[config.mk]
export PLATFORM = sky130hd
export DESIGN_NAME = pgupd_host
export DESIGN_NICKNAME = d
export VERILOG_FILES = /design/src/rtl/pgupd_pkg.sv /design/src/rtl/pgupd_spi_byte.sv /design/src/rtl/pgupd_seq.sv /design/src/rtl/pgupd_host.sv
export SDC_FILE = /design/constraint.sdc
export NUM_CORES = 1
export LEC_CHECK = 0
export ABC_AREA = 1
export CAP_MARGIN = 20
export CELL_PAD_IN_SITES_DETAIL_PLACEMENT = 1
export CELL_PAD_IN_SITES_GLOBAL_PLACEMENT = 2
export CORE_MARGIN = 3
export CORE_UTILIZATION = 35
export CTS_CLUSTER_SIZE = 20
export DETAILED_ROUTE_END_ITERATION = 8
export PLACE_DENSITY = 0.95
export SYNTH_ARGS = -nofsm -noshare
export SYNTH_HDL_FRONTEND = slang
export SYNTH_SLANG_ARGS = --single-unit
[constraint.sdc]
create_clock -name clk -period 4.55 [get_ports clk]
set_input_delay 0.455 -clock clk [delete_from_list [all_inputs] [get_ports clk]]
set_output_delay 0.455 -clock clk [all_outputs]
set_load 0.02 [all_outputs]
[src/rtl/pgupd_pkg.sv]
package pgupd_pkg;
  localparam int PAGE_W     = 9;
  localparam int OFS_W      = 9;
  localparam int CNT_W      = 9;
  localparam int PAGE_BYTES = 264;
  localparam int ADDR_BITS  = 24;
  localparam logic [7:0] LOAD_OP = 8'h53;
  localparam logic [7:0] FILL_OP = 8'h84;

  typedef enum logic [2:0] {
    ST_IDLE,
    ST_LOAD,
    ST_WAIT1,
    ST_FILL,
    ST_COMMIT,
    ST_WAIT2
  } step_e;
endpackage

[src/rtl/pgupd_spi_byte.sv]
// Mode-0 byte shifter: SCK idles low, MOSI changes while SCK is low,
// MISO is sampled as SCK rises. Only the first received bit is kept.
module pgupd_spi_byte #(
  parameter int HALF_DIV = 8
) (
  input  logic       clk,
  input  logic       rst_n,
  input  logic       start,
  input  logic [7:0] tx,
  input  logic       miso,
  output logic       done,
  output logic       rx_msb,
  output logic       sck,
  output logic       mosi
);
  localparam int DW = (HALF_DIV < 2) ? 1 : $clog2(HALF_DIV);
  localparam logic [DW-1:0] DIV_LAST = DW'(HALF_DIV - 1);

  logic          active;
  logic [DW-1:0] div;
  logic [2:0]    bitn;
  logic [7:0]    sh;

  assign mosi = sh[7];

  always_ff @(posedge clk or negedge rst_n) begin
    if (!rst_n) begin
      active <= 1'b0;
      div    <= '0;
      bitn   <= '0;
      sh     <= '0;
      sck    <= 1'b0;
      done   <= 1'b0;
      rx_msb <= 1'b0;
    end else begin
      done <= 1'b0;
      if (!active) begin
        if (start) begin
          active <= 1'b1;
          sh     <= tx;
          div    <= '0;
          bitn   <= '0;
        end
      end else if (div == DIV_LAST) begin
        div <= '0;
        if (!sck) begin
          sck <= 1'b1;
          if (bitn == 3'd0) rx_msb <= miso;
        end else begin
          sck <= 1'b0;
          if (bitn == 3'd7) begin
            active <= 1'b0;
            done   <= 1'b1;
          end else begin
            bitn <= bitn + 3'd1;
            sh   <= {sh[6:0], 1'b0};
          end
        end
      end else begin
        div <= div + DW'(1);
      end
    end
  end

  AST_MOSI_HOLD: assert property (@(posedge clk) disable iff (!rst_n)
    (sck && $past(sck)) |-> $stable(mosi)) else $error("mosi moved while sck high");
endmodule

[src/rtl/pgupd_seq.sv]
module pgupd_seq
  import pgupd_pkg::*;
#(
  parameter int         GAP_CYC = 8,
  parameter logic [7:0] PROG_OP = 8'h83,
  parameter logic [7:0] STAT_OP = 8'hD7
) (
  input  logic              clk,
  input  logic              rst_n,
  input  logic              req_valid,
  output logic              req_ready,
  input  logic [PAGE_W-1:0] req_page,
  input  logic [OFS_W-1:0]  req_offset,
  input  logic [CNT_W-1:0]  req_count,
  input  logic              wr_valid,
  output logic              wr_ready,
  input  logic [7:0]        wr_data,
  output logic              eng_start,
  output logic [7:0]        eng_tx,
  input  logic              eng_done,
  input  logic              eng_rx_msb,
  output logic              cs_n,
  output logic              busy,
  output logic              done,
  output logic              err
);
  localparam int GW    = $clog2(GAP_CYC + 1);
  localparam int PAD_W = ADDR_BITS - PAGE_W - OFS_W;
  localparam int SUM_W = ((OFS_W > CNT_W) ? OFS_W : CNT_W) + 1;

  step_e             step;
  logic [GW-1:0]     gap;
  logic [2:0]        idx;
  logic              inflight;
  logic [PAGE_W-1:0] page_q;
  logic [OFS_W-1:0]  ofs_q;
  logic [CNT_W-1:0]  left_q;

  logic              poll, can_issue, need_data, hdr_issue, frame_end, bad_req;
  logic [2:0]        fixed_len;
  logic [7:0]        opcode, hdr_byte;
  logic [ADDR_BITS-1:0] addr24;
  logic [SUM_W-1:0]  req_end;

  assign poll      = (step == ST_WAIT1) || (step == ST_WAIT2);
  assign fixed_len = poll ? 3'd2 : 3'd4;
  assign addr24    = {{PAD_W{1'b0}}, page_q, (step == ST_FILL) ? ofs_q : {OFS_W{1'b0}}};
  assign can_issue = !cs_n && !inflight;
  assign need_data = (step == ST_FILL) && (idx == 3'd4) && (left_q != '0);
  assign hdr_issue = can_issue && (idx < fixed_len);
  assign frame_end = can_issue && (idx == fixed_len) && !need_data;
  assign wr_ready  = can_issue && need_data;
  assign eng_start = hdr_issue || (wr_ready && wr_valid);
  assign req_end   = SUM_W'(req_offset) + SUM_W'(req_count);
  assign bad_req   = (req_count == '0) || (req_end > SUM_W'(PAGE_BYTES));
  assign busy      = (step != ST_IDLE);
  assign req_ready = (step == ST_IDLE);

  always_comb begin
    case (step)
      ST_LOAD:   opcode = LOAD_OP;
      ST_FILL:   opcode = FILL_OP;
      ST_COMMIT: opcode = PROG_OP;
      default:   opcode = STAT_OP;
    endcase
    case (idx)
      3'd0:    hdr_byte = opcode;
      3'd1:    hdr_byte = poll ? 8'h00 : addr24[23:16];
      3'd2:    hdr_byte = addr24[15:8];
      default: hdr_byte = addr24[7:0];
    endcase
    eng_tx = need_data ? wr_data : hdr_byte;
  end

  always_ff @(posedge clk or negedge rst_n) begin
    if (!rst_n) begin
      step     <= ST_IDLE;
      cs_n     <= 1'b1;
      gap      <= '0;
      idx      <= '0;
      inflight <= 1'b0;
      page_q   <= '0;
      ofs_q    <= '0;
      left_q   <= '0;
      done     <= 1'b0;
      err      <= 1'b0;
    end else begin
      done <= 1'b0;
      err  <= 1'b0;
      if (eng_done) inflight <= 1'b0;
      if (eng_start) begin
        inflight <= 1'b1;
        if (idx < 3'd4) idx <= idx + 3'd1;
        if (need_data) left_q <= left_q - CNT_W'(1);
      end
      if (step == ST_IDLE) begin
        if (req_valid) begin
          if (bad_req) begin
            err <= 1'b1;
          end else begin
            step   <= ST_LOAD;
            page_q <= req_page;
            ofs_q  <= req_offset;
            left_q <= req_count;
            gap    <= '0;
          end
        end
      end else if (cs_n) begin
        if (gap == '0) begin
          cs_n <= 1'b0;
          idx  <= '0;
        end else begin
          gap <= gap - GW'(1);
        end
      end else if (frame_end) begin
        cs_n <= 1'b1;
        gap  <= GW'(GAP_CYC - 1);
        case (step)
          ST_LOAD:   step <= ST_WAIT1;
          ST_WAIT1:  if (eng_rx_msb) step <= ST_FILL;
          ST_FILL:   step <= ST_COMMIT;
          ST_COMMIT: step <= ST_WAIT2;
          default: if (eng_rx_msb) begin
            step <= ST_IDLE;
            done <= 1'b1;
          end
        endcase
      end
    end
  end

  AST_DONE_PULSE: assert property (@(posedge clk) disable iff (!rst_n)
    done |=> !done) else $error("done longer than one clock");
  AST_BUSY_BLOCKS_REQ: assert property (@(posedge clk) disable iff (!rst_n)
    busy |-> !req_ready) else $error("request taken while busy");
  AST_ERR_NO_FRAME: assert property (@(posedge clk) disable iff (!rst_n)
    err |-> (cs_n && !busy)) else $error("refused request started traffic");
  AST_DATA_IN_FRAME: assert property (@(posedge clk) disable iff (!rst_n)
    (wr_valid && wr_ready) |=> (!cs_n && busy)) else $error("data byte outside write frame");
endmodule

[src/rtl/pgupd_host.sv]
module pgupd_host
  import pgupd_pkg::*;
#(
  parameter int         HALF_DIV = 8,
  parameter int         GAP_CYC  = 8,
  parameter logic [7:0] PROG_OP  = 8'h83,
  parameter logic [7:0] STAT_OP  = 8'hD7
) (
  input  logic              clk,
  input  logic              rst_n,
  input  logic              req_valid,
  output logic              req_ready,
  input  logic [PAGE_W-1:0] req_page,
  input  logic [OFS_W-1:0]  req_offset,
  input  logic [CNT_W-1:0]  req_count,
  input  logic              wr_valid,
  output logic              wr_ready,
  input  logic [7:0]        wr_data,
  output logic              busy,
  output logic              done,
  output logic              err,
  output logic              spi_sck,
  output logic              spi_cs_n,
  output logic              spi_mosi,
  input  logic              spi_miso
);
  logic       eng_start, eng_done, eng_rx_msb;
  logic [7:0] eng_tx;

  pgupd_seq #(
    .GAP_CYC(GAP_CYC), .PROG_OP(PROG_OP), .STAT_OP(STAT_OP)
  ) seq_i (
    .clk(clk), .rst_n(rst_n),
    .req_valid(req_valid), .req_ready(req_ready),
    .req_page(req_page), .req_offset(req_offset), .req_count(req_count),
    .wr_valid(wr_valid), .wr_ready(wr_ready), .wr_data(wr_data),
    .eng_start(eng_start), .eng_tx(eng_tx), .eng_done(eng_done), .eng_rx_msb(eng_rx_msb),
    .cs_n(spi_cs_n), .busy(busy), .done(done), .err(err)
  );

  pgupd_spi_byte #(.HALF_DIV(HALF_DIV)) eng_i (
    .clk(clk), .rst_n(rst_n), .start(eng_start), .tx(eng_tx), .miso(spi_miso),
    .done(eng_done), .rx_msb(eng_rx_msb), .sck(spi_sck), .mosi(spi_mosi)
  );

  AST_CS_SCK_LOW: assert property (@(posedge clk) disable iff (!rst_n)
    ($rose(spi_cs_n) || $fell(spi_cs_n)) |-> !spi_sck) else $error("cs edge with sck high");
  AST_IDLE_SCK_LOW: assert property (@(posedge clk) disable iff (!rst_n)
    spi_cs_n |-> !spi_sck) else $error("sck high while deselected");
  AST_DONE_DESELECT: assert property (@(posedge clk) disable iff (!rst_n)
    done |-> (spi_cs_n && !busy)) else $error("done while frame open");
endmodule

==> impl_results.md <==
- Layout area overhead: 20.3%
- Sequential area share after synthesis: 0.381
- Final core utilization: 0.442
- Seq cells post-synth: around 60
- RSZ-0062 raised after global routing: no
- Post-synth EDFFs: 0
- Rel. slew slack: 0.347
- TritonRoute pass-1 iters: 4
- Crit path to: seq_i.ofs_q[6]$_DFFE_PN0P_
- Crit path depth: 16
- GR met3 Demand/Resource: 0.0333
- Synth cell types: 44
- FMAX: 0.323 GHz
- Synth top area cells: dfrtp_1 37%, nand2_1 18%, ha_1 7.4%
- Post-route ant nets: 0
- Routed wire length: 10.7 mm
- Placed cell areas: ~0.0044 mm2
- Worst R2R Setup Slack: 1.88 ns
- Top-count cell post-synth: nand2_1
- Crit. End Element: flip-flop
- Via count: 3570
- Residual DRC: 0
- Post-synthesis async set-or-reset flop share: 1.00
- Cell taking the most area after synthesis: dfrtp_1
- Synth Flop Type: dfrtp_1
- Core Rows: 37
- Cts bufs inserted: 9
- Post-CTS Hold Buffers: 0
- CP Launch Point: req_count[0]
- Cells after Synth: 526
- Worst slack at placement: 1.05 ns
- Clk buf depth: 2
- Detailed placement HPWL: 8.27 mm
- Post-cts sizing count: 0
- LEAKAGE: 0.00236 uW
- Max cap viols: 0
- R2R Path End: eng_i.sh[3]$_DFFE_PN0P_
- Fraction of layout cells with a size suffix above 1: 0.0707
- Crit path top cell by count: nand2_1
- Hold Vio Cnt, Final: 0
- Vias in the first global route: ~3800
- Port Buffers: 47
- Diodes inserted: 0
- Worst Hold Class: input pin to asynchronous set/reset pin
- Overflow after GRT: 0
- Yosys warning count: 0
- Fin area: 0.00466 mm2
- Worst setup path category: input pin to flip-flop
- Status: completed
- Fin crit share: 0.681
- Syn_area_per_cell: 7.37 um2
- Post-synth top area share: 0.374
- Cell family with most CP delay: simple AND/OR/NAND/NOR gates
- Ports: 48
- Worst R2R Path Depth: 11
- Nets@finish: about 640
- Final Max Slew Viols: 0
- CTS tree: built
- Global-route wire length before repair: 18.3 mm
- CP max FO: 27
- DR vias/cell: ~5
- DIE AREA: 0.0124 mm2
- Minimum clock period: between 3 and 4 ns
- Clock-pin slew on the worst setup and hold paths: around 0.080 ns
- R2r startpoint: seq_i.step[2]$_DFFE_PN0P_
- Busiest grt layer: met2
- Worst setup margin: between 1 and 1.5 ns
- Syn Nets: 590
- Die height: 111 um
- Postcts setup bufs: 0
- CTS H-tree depth: 3
- Worst-Margin Slew: 0.978 ns
- Initial antenna violation count: 0
- GP Congestion: 0.818
- Worst setup SP type: input pin
- Post-synth top cells: 184 x nand2_1, 71 x inv_1, 58 x dfrtp_1
- Routing usage on met2: 0.306
- PD cells: 588 mW/mm2
- Final setup violation count: 0
- M1 GR Usage: 0.231
- Setup TNS: 0 ns
- Slowest stage delay, CP: 0.76 ns
- WP data arrival: 3.29 ns
- Initial drt markers: 164
- Clk_lat worst skew: 0.35 ns
- CTS Sinks: 59
- Crit-path cells: clkdlybuf4s50_1, ha_1, inv_1, fa_1, inv_1, nand2_1, nand2_1, nand2_1, nand2_1, nand2_1, nor2_1, nand2_1, nand2_1, nand3_1, nor2_2, o21ai_0
- Peak supply drop: 341 uV
- Bufs and invs on worst path: 3
- Largest net degree at the start of global routing: 60
- Worst Skew: around 0.015 ns
- WP data required: 4.74 ns
- Worst path slowest cell: nor2_2
- Synth Cell Area: 0.00388 mm2
- CTS root buf: clkbuf_8
- Core Box Area: 0.0106 mm2
- Initial Util: 0.367
- Global Route Usage Sum: 0.180
- Die width: 111 um
- Routed WL per cell: between 10 and 15 um
where the power goes:
group | total [uW] | switching, uW | internal (uW)
logic | 1250 | 797 | 453
registers | 935 | 171 | 764
clock network | 559 | 235 | 323
total | 2740 | 1200 | 1540
layout by cell type (no fill, tap or decap), types with 2 or more instances in the layout:
cell             count
clkbuf_8            10
nor3_1               7
nand3b_1             5
dfrtp_1             58
ha_1                23
o21ai_2              3
nor2_1              35
nand2_4              4
o21ai_1              3
nor2_4               3
a22oi_1              3
xor2_1               7
o211ai_2             4
inv_1               71
o21ai_0             33
nand3_1             32
clkdlybuf4s50_1     46
clkinvlp_4           2
nand2_1            184
o211ai_1             5
a21oi_1             10
nand2_2              3
bufinv_16            2
nand4_1              4
logic make-up after synthesis:
logic type                 Yosys count  share of synthesized area
and+or+nand+nor                    281                      0.313
buffers and inverters               84                     0.0939
AOI/OAI and AO/OA                   70                      0.115
DFF                                 59                      0.381
adders and majority gates           24                     0.0794
xor gates and xnor gates             8                     0.0181
per-layer routing:
layer  vias to the layer above  wire, um  part of all wire
met4                         0       197             0.018
met5                         -         0                 0
li1                       1773         -                 -
met2                        60      5200              0.49
met3                        14       313             0.029
met1                      1723      4960              0.46
area by class of cell:
cell class | instances | area [um2]
timing repair buffer | 48 | 473
clock buffer | 10 | 138
multi-input combinational | 383 | 2040
tap | 136 | 170
clock inverter | 6 | 88.8
sequential | 59 | 1480
inverter | 74 | 280
fill | 1324 | 5890
per-stage QoR:
stage	instances	power (uW)	hold slack (ns)
floorplan	526	1810	0.159
detailed placement	700	2190	0.440
global placement	700	2110	0.432
CTS	716	2770	0.293
global route	716	3010	0.310
finish	716	2740	0.245
flip-flops by register name, summed over array words and instances, names as in the netlist:
register	count
eng_i.active	1
eng_i.rx_msb	1
seq_i.page_q	9
seq_i.left_q	9
seq_i.idx	3
seq_i.done	1
eng_i.done	1
eng_i.sh	8
eng_i.sck	1
seq_i.cs_n	1
eng_i.div	3
seq_i.gap	4
eng_i.bitn	3
seq_i.err	1
seq_i.step	3
seq_i.ofs_q	9
seq_i.inflight	1
worst min path at each step:
stage / from / to / depth (start not counted)
6_report: rst_n / seq_i.gap[1]$_DFFE_PN0P_ / 2
5_1_grt: rst_n / seq_i.gap[1]$_DFFE_PN0P_ / 2
4_1_cts: rst_n / eng_i.rx_msb$_DFFE_PN0P_ / 2
3_5_place_dp: eng_i.done$_DFF_PN0_ / seq_i.inflight$_DFFE_PN0P_ / 1
3_3_place_gp: eng_i.done$_DFF_PN0_ / seq_i.inflight$_DFFE_PN0P_ / 1
2_1_floorplan: rst_n / eng_i.active$_DFF_PN0_ / 0
Power figures use the tool's default switching activity.
